### src/rtl/clkroot_pkg.sv
package clkroot_pkg;

    localparam int PDIV_W        = 5;
    localparam int SRC_W         = 3;
    localparam int MODE_W        = 2;
    localparam int MND_W         = 8;
    localparam int IDX_W         = 4;
    localparam int LVL_COUNT     = 8;
    localparam int COMMIT_CYCLES = 4;

    localparam int SRC_LSB  = 8;
    localparam int MODE_LSB = 12;
    localparam int HWC_BIT  = 20;

    localparam logic [7:0] A_CMD  = 8'h00;
    localparam logic [7:0] A_CFG  = 8'h04;
    localparam logic [7:0] A_MVAL = 8'h08;
    localparam logic [7:0] A_NVAL = 8'h0C;
    localparam logic [7:0] A_DVAL = 8'h10;
    localparam logic [7:0] A_LVL  = 8'h14;
    localparam logic [7:0] A_TCFG = 8'h1C;
    localparam logic [7:0] A_TM   = 8'h5C;
    localparam logic [7:0] A_TN   = 8'h9C;

    typedef enum logic [1:0] {
        TK_CFG  = 2'd0,
        TK_M    = 2'd1,
        TK_N    = 2'd2,
        TK_NONE = 2'd3
    } tbl_kind_e;

    typedef struct packed {
        logic              hwc;
        logic [MODE_W-1:0] mode;
        logic [SRC_W-1:0]  src;
        logic [PDIV_W-1:0] pdiv;
    } cfg_t;

    typedef struct packed {
        cfg_t             cfg;
        logic [MND_W-1:0] m;
        logic [MND_W-1:0] n;
        logic [MND_W-1:0] d;
    } root_set_t;

    function automatic cfg_t cfg_from_word(logic [31:0] w);
        cfg_t c;
        c.pdiv = w[PDIV_W-1:0];
        c.src  = w[SRC_LSB +: SRC_W];
        c.mode = w[MODE_LSB +: MODE_W];
        c.hwc  = w[HWC_BIT];
        return c;
    endfunction

    function automatic logic [31:0] cfg_to_word(cfg_t c);
        logic [31:0] w;
        w = '0;
        w[PDIV_W-1:0]          = c.pdiv;
        w[SRC_LSB +: SRC_W]    = c.src;
        w[MODE_LSB +: MODE_W]  = c.mode;
        w[HWC_BIT]             = c.hwc;
        return w;
    endfunction

    function automatic logic in_table(logic [7:0] a, logic [7:0] base, int n);
        return (a >= base) && (int'(a) < int'(base) + 4 * n) && (a[1:0] == 2'b00);
    endfunction

    function automatic logic [7:0] table_slot(logic [7:0] a, logic [7:0] base);
        return (a - base) >> 2;
    endfunction

endpackage

### src/rtl/clkroot_commit.sv
module clkroot_commit
    import clkroot_pkg::*;
#(
    parameter int LAT = COMMIT_CYCLES
) (
    input  logic      clk,
    input  logic      rst,
    input  logic      start,
    input  root_set_t pend,
    output logic      busy,
    output root_set_t active
);
    localparam int CW = $clog2(LAT + 1);

    root_set_t       stage;
    logic [CW-1:0]   cnt;

    always_ff @(posedge clk) begin
        if (rst) begin
            busy   <= 1'b0;
            cnt    <= '0;
            stage  <= '0;
            active <= '0;
        end else if (busy) begin
            if (cnt == '0) begin
                active <= stage;
                busy   <= 1'b0;
            end else begin
                cnt <= cnt - 1'b1;
            end
        end else if (start) begin
            stage <= pend;
            busy  <= 1'b1;
            cnt   <= CW'(LAT - 1);
        end
    end

    // Independent window counter for the checks below
    logic [CW-1:0] win;
    always_ff @(posedge clk) begin
        if (rst || !busy) win <= '0;
        else              win <= win + 1'b1;
    end

    assert_start_busy_R3: assert property (@(posedge clk) disable iff (rst)
        start && !busy |=> busy);

    assert_window_len_R4: assert property (@(posedge clk) disable iff (rst)
        busy |-> (int'(win) < LAT));

    assert_release_R3: assert property (@(posedge clk) disable iff (rst)
        busy && (int'(win) == LAT - 1) |=> !busy);

    assert_active_hold_R4: assert property (@(posedge clk) disable iff (rst)
        !(busy && cnt == '0) |=> $stable(active));

endmodule

### src/rtl/clkroot_lvl_tbl.sv
module clkroot_lvl_tbl
    import clkroot_pkg::*;
#(
    parameter int LEVELS = LVL_COUNT,
    localparam int LW = $clog2(LEVELS)
) (
    input  logic             clk,
    input  logic             rst,
    input  logic             wr_en,
    input  tbl_kind_e        wr_kind,
    input  logic [LW-1:0]    wr_idx,
    input  logic [31:0]      wdata,
    input  tbl_kind_e        rd_kind,
    input  logic [LW-1:0]    rd_idx,
    output logic [31:0]      rdata,
    input  logic [LW-1:0]    sel_idx,
    output cfg_t             sel_cfg,
    output logic [MND_W-1:0] sel_m,
    output logic [MND_W-1:0] sel_n
);
    cfg_t             ent_cfg [LEVELS];
    logic [MND_W-1:0] ent_m   [LEVELS];
    logic [MND_W-1:0] ent_n   [LEVELS];

    always_ff @(posedge clk) begin
        for (int i = 0; i < LEVELS; i++) begin
            if (rst) begin
                ent_cfg[i] <= '0;
                ent_m[i]   <= '0;
                ent_n[i]   <= '0;
            end else if (wr_en && wr_idx == LW'(i)) begin
                case (wr_kind)
                    TK_CFG:  ent_cfg[i] <= cfg_from_word(wdata);
                    TK_M:    ent_m[i]   <= wdata[MND_W-1:0];
                    TK_N:    ent_n[i]   <= wdata[MND_W-1:0];
                    default: ;
                endcase
            end
        end
    end

    always_comb begin
        case (rd_kind)
            TK_CFG:  rdata = cfg_to_word(ent_cfg[rd_idx]);
            TK_M:    rdata = 32'(ent_m[rd_idx]);
            TK_N:    rdata = 32'(ent_n[rd_idx]);
            default: rdata = '0;
        endcase
    end

    assign sel_cfg = ent_cfg[sel_idx];
    assign sel_m   = ent_m[sel_idx];
    assign sel_n   = ent_n[sel_idx];

endmodule

### src/rtl/clkroot_csr.sv
module clkroot_csr
    import clkroot_pkg::*;
#(
    parameter int LEVELS     = LVL_COUNT,
    parameter int COMMIT_LAT = COMMIT_CYCLES
) (
    input  logic              clk,
    input  logic              rst,
    input  logic              bus_wen,
    input  logic [7:0]        bus_addr,
    input  logic [31:0]       bus_wdata,
    output logic [31:0]       bus_rdata,
    input  logic              clk_req,
    output logic [SRC_W-1:0]  root_src,
    output logic [PDIV_W-1:0] root_pdiv,
    output logic [MODE_W-1:0] root_mode,
    output logic [MND_W-1:0]  root_m,
    output logic [MND_W-1:0]  root_n,
    output logic [MND_W-1:0]  root_d
);
    localparam int LW = $clog2(LEVELS);

    root_set_t        pend;
    root_set_t        active;
    logic             busy;
    logic             force_on;
    logic [3:0]       dirty;      // {D, M, N, CFG}
    logic             lvl_en;
    logic [IDX_W-1:0] lvl_idx;

    // Address decode
    logic wr_cmd, wr_cfg, wr_m, wr_n, wr_d, wr_lvl, start;
    assign wr_cmd = bus_wen && (bus_addr == A_CMD);
    assign wr_cfg = bus_wen && (bus_addr == A_CFG);
    assign wr_m   = bus_wen && (bus_addr == A_MVAL);
    assign wr_n   = bus_wen && (bus_addr == A_NVAL);
    assign wr_d   = bus_wen && (bus_addr == A_DVAL);
    assign wr_lvl = bus_wen && (bus_addr == A_LVL);
    assign start  = wr_cmd && bus_wdata[0] && !busy;

    tbl_kind_e   addr_kind;
    logic [7:0]  addr_slot;
    always_comb begin
        addr_kind = TK_NONE;
        addr_slot = '0;
        if (in_table(bus_addr, A_TCFG, LEVELS)) begin
            addr_kind = TK_CFG;
            addr_slot = table_slot(bus_addr, A_TCFG);
        end else if (in_table(bus_addr, A_TM, LEVELS)) begin
            addr_kind = TK_M;
            addr_slot = table_slot(bus_addr, A_TM);
        end else if (in_table(bus_addr, A_TN, LEVELS)) begin
            addr_kind = TK_N;
            addr_slot = table_slot(bus_addr, A_TN);
        end
    end

    // Pending set, command and level control
    always_ff @(posedge clk) begin
        if (rst) begin
            pend     <= '0;
            force_on <= 1'b0;
            dirty    <= '0;
            lvl_en   <= 1'b0;
            lvl_idx  <= '0;
        end else begin
            if (wr_cfg) pend.cfg <= cfg_from_word(bus_wdata);
            if (wr_m)   pend.m   <= bus_wdata[MND_W-1:0];
            if (wr_n)   pend.n   <= bus_wdata[MND_W-1:0];
            if (wr_d)   pend.d   <= bus_wdata[MND_W-1:0];
            if (wr_cmd) force_on <= bus_wdata[1];
            if (wr_lvl) begin
                lvl_en  <= bus_wdata[0];
                lvl_idx <= bus_wdata[IDX_W:1];
            end
            if (start) dirty <= '0;
            else       dirty <= dirty | {wr_d, wr_m, wr_n, wr_cfg};
        end
    end

    clkroot_commit #(.LAT(COMMIT_LAT)) i_commit (
        .clk    (clk),
        .rst    (rst),
        .start  (start),
        .pend   (pend),
        .busy   (busy),
        .active (active)
    );

    logic [31:0]      tbl_rdata;
    cfg_t             tbl_cfg;
    logic [MND_W-1:0] tbl_m, tbl_n;

    clkroot_lvl_tbl #(.LEVELS(LEVELS)) i_tbl (
        .clk     (clk),
        .rst     (rst),
        .wr_en   (bus_wen && addr_kind != TK_NONE),
        .wr_kind (addr_kind),
        .wr_idx  (addr_slot[LW-1:0]),
        .wdata   (bus_wdata),
        .rd_kind (addr_kind),
        .rd_idx  (addr_slot[LW-1:0]),
        .rdata   (tbl_rdata),
        .sel_idx (lvl_idx[LW-1:0]),
        .sel_cfg (tbl_cfg),
        .sel_m   (tbl_m),
        .sel_n   (tbl_n)
    );

    // Read-back
    logic root_off;
    assign root_off = !(force_on || clk_req);

    always_comb begin
        bus_rdata = '0;
        if (addr_kind != TK_NONE)    bus_rdata = tbl_rdata;
        else if (bus_addr == A_CMD)  bus_rdata = {root_off, 23'b0, dirty, 2'b0, force_on, busy};
        else if (bus_addr == A_CFG)  bus_rdata = cfg_to_word(pend.cfg);
        else if (bus_addr == A_MVAL) bus_rdata = 32'(pend.m);
        else if (bus_addr == A_NVAL) bus_rdata = 32'(pend.n);
        else if (bus_addr == A_DVAL) bus_rdata = 32'(pend.d);
        else if (bus_addr == A_LVL)  bus_rdata = 32'({lvl_idx, lvl_en});
    end

    // Effective root settings
    logic use_lvl;
    cfg_t eff_cfg;
    assign use_lvl   = lvl_en && (int'(lvl_idx) < LEVELS);
    assign eff_cfg   = use_lvl ? tbl_cfg : active.cfg;
    assign root_src  = eff_cfg.src;
    assign root_pdiv = eff_cfg.pdiv;
    assign root_mode = eff_cfg.mode;
    assign root_m    = use_lvl ? tbl_m : active.m;
    assign root_n    = use_lvl ? tbl_n : active.n;
    assign root_d    = active.d;

    assert_dirty_set_R2: assert property (@(posedge clk) disable iff (rst)
        bus_wen && bus_addr == A_MVAL |=> dirty[2]);

    assert_force_hold_R6: assert property (@(posedge clk) disable iff (rst)
        !(bus_wen && bus_addr == A_CMD) |=> $stable(force_on));

endmodule

### config.mk
export PLATFORM = sky130hd
export DESIGN_NAME = clkroot_csr
export DESIGN_NICKNAME = d
export VERILOG_FILES = /design/src/rtl/clkroot_pkg.sv /design/src/rtl/clkroot_commit.sv /design/src/rtl/clkroot_lvl_tbl.sv /design/src/rtl/clkroot_csr.sv
export SDC_FILE = /design/constraint.sdc
export NUM_CORES = 1
export LEC_CHECK = 0
export ABC_AREA = 0
export BUFFER_PORTS_ARGS = -buffer_cell sky130_fd_sc_hd__buf_2
export CORE_MARGIN = 2
export CORE_UTILIZATION = 55
export DETAILED_ROUTE_END_ITERATION = 8
export GPL_TIMING_DRIVEN = 0
export PLACE_DENSITY_LB_ADDON = 0.25
export SETUP_SLACK_MARGIN = 0.02
export SKIP_CTS_REPAIR_TIMING = 1
export SYNTH_ARGS = -nofsm -noshare
export SYNTH_HDL_FRONTEND = slang
export SYNTH_SLANG_ARGS = --single-unit
### constraint.sdc
create_clock -name clk -period 3.4 [get_ports clk]
set_input_delay 0.17 -clock clk [delete_from_list [all_inputs] [get_ports clk]]
set_output_delay 0.17 -clock clk [all_outputs]
set_load 0.01 [all_outputs]
==> metrics.md <==
| Metric | Value |
|---|---|
| Remaining DRCs | `0` |
| Worst hold slack | `45.5 ps` |
| Critical path launch point type | `input port` |
| Vias | `14.0k` |
| CP Class | `input port to output pin` |
| Dpl cell area | `0.0180 mm2` |
| Final setup margin | `-103 ps` |
| Largest net degree at the start of global routing | `15` |
| Die span in x | `181 um` |
| Crit path DAT | `3330 ps` |
| Clock H-tree levels | `2` |
| Worst EP required | `3230 ps` |
| Post-DP HPWL | `43.5 mm` |
| Final setup violation count | `6` |
| Layout Nets | `1760` |
| Sequential area share after synthesis | `0.519` |
| Placer Congestion | `1.03` |
| Pins Over Slew Limit | `0` |
| Clock Skews | `11.7 ps` |
| Pwr Total | `9.29 mW` |
| Chip Height | `181 um` |
| Row count | `64` |
| Num CTS Buffers | `37` |
| VDD IR max | `408 uV` |
| Gr ovfl total | `0` |
| Clock sink count | `336` |
| Clk_lat worst skew | `520 ps` |
| Pre-Repair DR Iteration Count | `6` |
| Die footprint | `0.0326 mm2` |
| Relative slew slack | `0.251` |
| Nature of the critical path endpoint | `output pin` |
| Syn. warnings | `0` |
| Pwr dens | `478 mW/mm2` |
| Ys flop type | `edfxtp_1` |
| Total GRT Usage | `0.365` |
| Pleak | `6.95 nW` |
| Top Ports | `110` |
| Post-Route WL | `60.4 mm` |
| DR iter-0 viols | `2097` |
| Distinct cells, synth | `70` |
| Initial Util | `0.559` |
| Cells after Synth | `1591` |
| Core ar. | `0.0307 mm2` |
| Synth top area share | `0.378` |
| Seq cells post-synth | `336` |
| First-pass GRT wire length | `87.3 mm` |
| Vias/cell | `6.54` |
| Synth cell count leaders | `219 x and2_1, 216 x edfxtp_1, 216 x nand2_1` |
| Peak fanout along the critical path | `10` |
| CTS tree | `done` |
| RSZ-0062 raised after global routing | `true` |
| Synth Cell Area | `0.0171 mm2` |
| Clock transition at the registers of the reported paths | `60 ps` |
| Top cell type by total area after synthesis | `edfxtp_1` |
| Fraction of registers with async set/reset | `0` |
| Number of synthesized flops with an enable pin | `216` |
| Fin area | `0.0194 mm2` |
| Outcome | `finished with violations` |
| Clk Tree Root Cell | `clkbuf_16` |
| Initial antenna violation count | `3` |
| Final period utilization | `1.03` |
| Register area | `0.00889 mm2` |
| Quantity of I/O buffers inserted on ports | `63` |
| Multi-input logic area | `0.00766 mm2` |
| DR WL/cell | `28.3 um` |
| Share of layout cells above drive strength 1 | `0.176` |
| Avg Inst Size Synth | `10.8 um2` |
| Top cells by area, synth | `edfxtp_1 38%, dfxtp_1 14%, and2_1 8.0%` |
| FMAX | `286 MHz` |
| Min Tclk post-route | `3500 ps` |
| Worst slew pin tran | `1120 ps` |
| Antenna-violating nets left | `0` |
| Max-Cap Viols | `0` |
| Clk buf depth | `3` |
| Vias in the first global route | `13.3k` |
| HP Class | `input port to flop` |
| # fillers | `2482` |
| Setup slack, reg-to-reg | `1360 ps` |
| Final hold violation count | `0` |
| Violated checks | `setup timing` |
| Count leader, synth | `and2_1` |
| Area Growth Syn to Fin | `13.3%` |
==> worst max-delay path, stage by stage <==
cell and delay [ps]:
buf_2 130, ha_1 150, buf_2 200, xor2_1 310, and3_1 370, buf_1 600
clkbuf_2 500, a211oi_2 100, o21ai_1 380, nand4b_1 210, buf_2 190
==> worst paths after layout <==
| path | start | end | cells past startpoint |
|---|---|---|---|
| worst min register to register | i_commit.stage[33]$_SDFFE_PP0P_ | i_commit.active[33]$_SDFFE_PP0P_ | 2 |
| worst min-delay path | bus_wdata[13] | pend[33]$_SDFFE_PP0P_ | 3 |
| worst max register to register | i_commit.cnt[0]$_SDFFE_PP0P_ | i_commit.active[21]$_SDFFE_PP0P_ | 8 |
| worst max-delay path | bus_addr[2] | bus_rdata[3] | 11 |
==> cell families after synthesis <==
kind of cell	Yosys count	synth area share
buffers and inverters	167	0.0450
adder cells (fa/ha/maj)	6	0.00438
AO/OA/AOI/OAI	312	0.120
other	1	0.000219
flip-flops	336	0.519
AND/OR/NAND/NOR	605	0.177
multiplexers	162	0.134
XOR/XNOR	2	0.00102
==> layer usage <==
metal,GRT usage,vias up,wire length [um]
li1,-,5938,-
met1,0.477,6782,22600
met2,0.553,1045,26900
met3,0.107,193,7630
met4,0.190,4,3230
met5,0,-,23
==> final cells by class <==
class,instances,area share
Inverter,14,0.00271
Tap cell,396,0.0255
Timing Repair Buffer,67,0.0180
Multi-Input combinational cell,1104,0.394
Antenna cell,3,0.000386
Sequential cell,336,0.458
Clock inverter,12,0.00496
Buffer,150,0.0401
Clock buffer,52,0.0565
==> layout by cell type (no fill, tap or decap), types with 5 or more instances in the layout <==
cell and n:
buf_2 80, and2_1 219, nand2_1 214, buf_6 7, o221ai_1 22, nor2_1 91
conb_1 17, edfxtp_1 216, clkbuf_1 86, dfxtp_1 120, mux2i_1 92, nor2_2 8
a2bb2oi_1 8, o21bai_1 15, a31oi_1 8, buf_1 6, o22ai_1 28, buf_4 33
a211oi_1 15, clkbuf_4 8, nand4_1 5, clkinv_2 8, mux4_2 52, a21o_1 9
and3_1 7, clkbuf_16 41, nand3_1 18, nor3_1 9, clkbuf_2 5, mux2_2 18
a21oi_1 102, o21ai_0 50, a211oi_2 7, o211ai_1 5, inv_1 14, ha_1 6
==> stage by stage <==
step	std cells	setup TNS (ps)	utilization	setup WS, ps
5_1_grt	2131	-18.6	0.633	-7.44
2_1_floorplan	1607	0	-	460
3_3_place_gp	2066	-470810	0.587	-2040
4_1_cts	2130	-219580	0.626	-1990
3_5_place_dp	2066	-460830	0.587	-1980
6_report	2134	-311	0.633	-103
==> sequential cells by signal (all words and copies together), names as in the netlist, named ones only <==
name             cells
dirty                4
force_on             1
i_commit.active     34
i_commit.busy        1
i_commit.cnt         3
i_commit.stage      34
i_tbl.ent_cfg       88
i_tbl.ent_m         64
i_tbl.ent_n         64
lvl_en               1
lvl_idx              4
pend                35
==> where the power goes <==
| part | internal (mW) | leakage [nW] | switching (mW) |
|---|---|---|---|
| clock | 2.33 | 0.595 | 1.67 |
| combinational | 0.226 | 3.34 | 0.503 |
| sequential | 4.47 | 3.02 | 0.0864 |
Power figures use the tool's default switching activity.
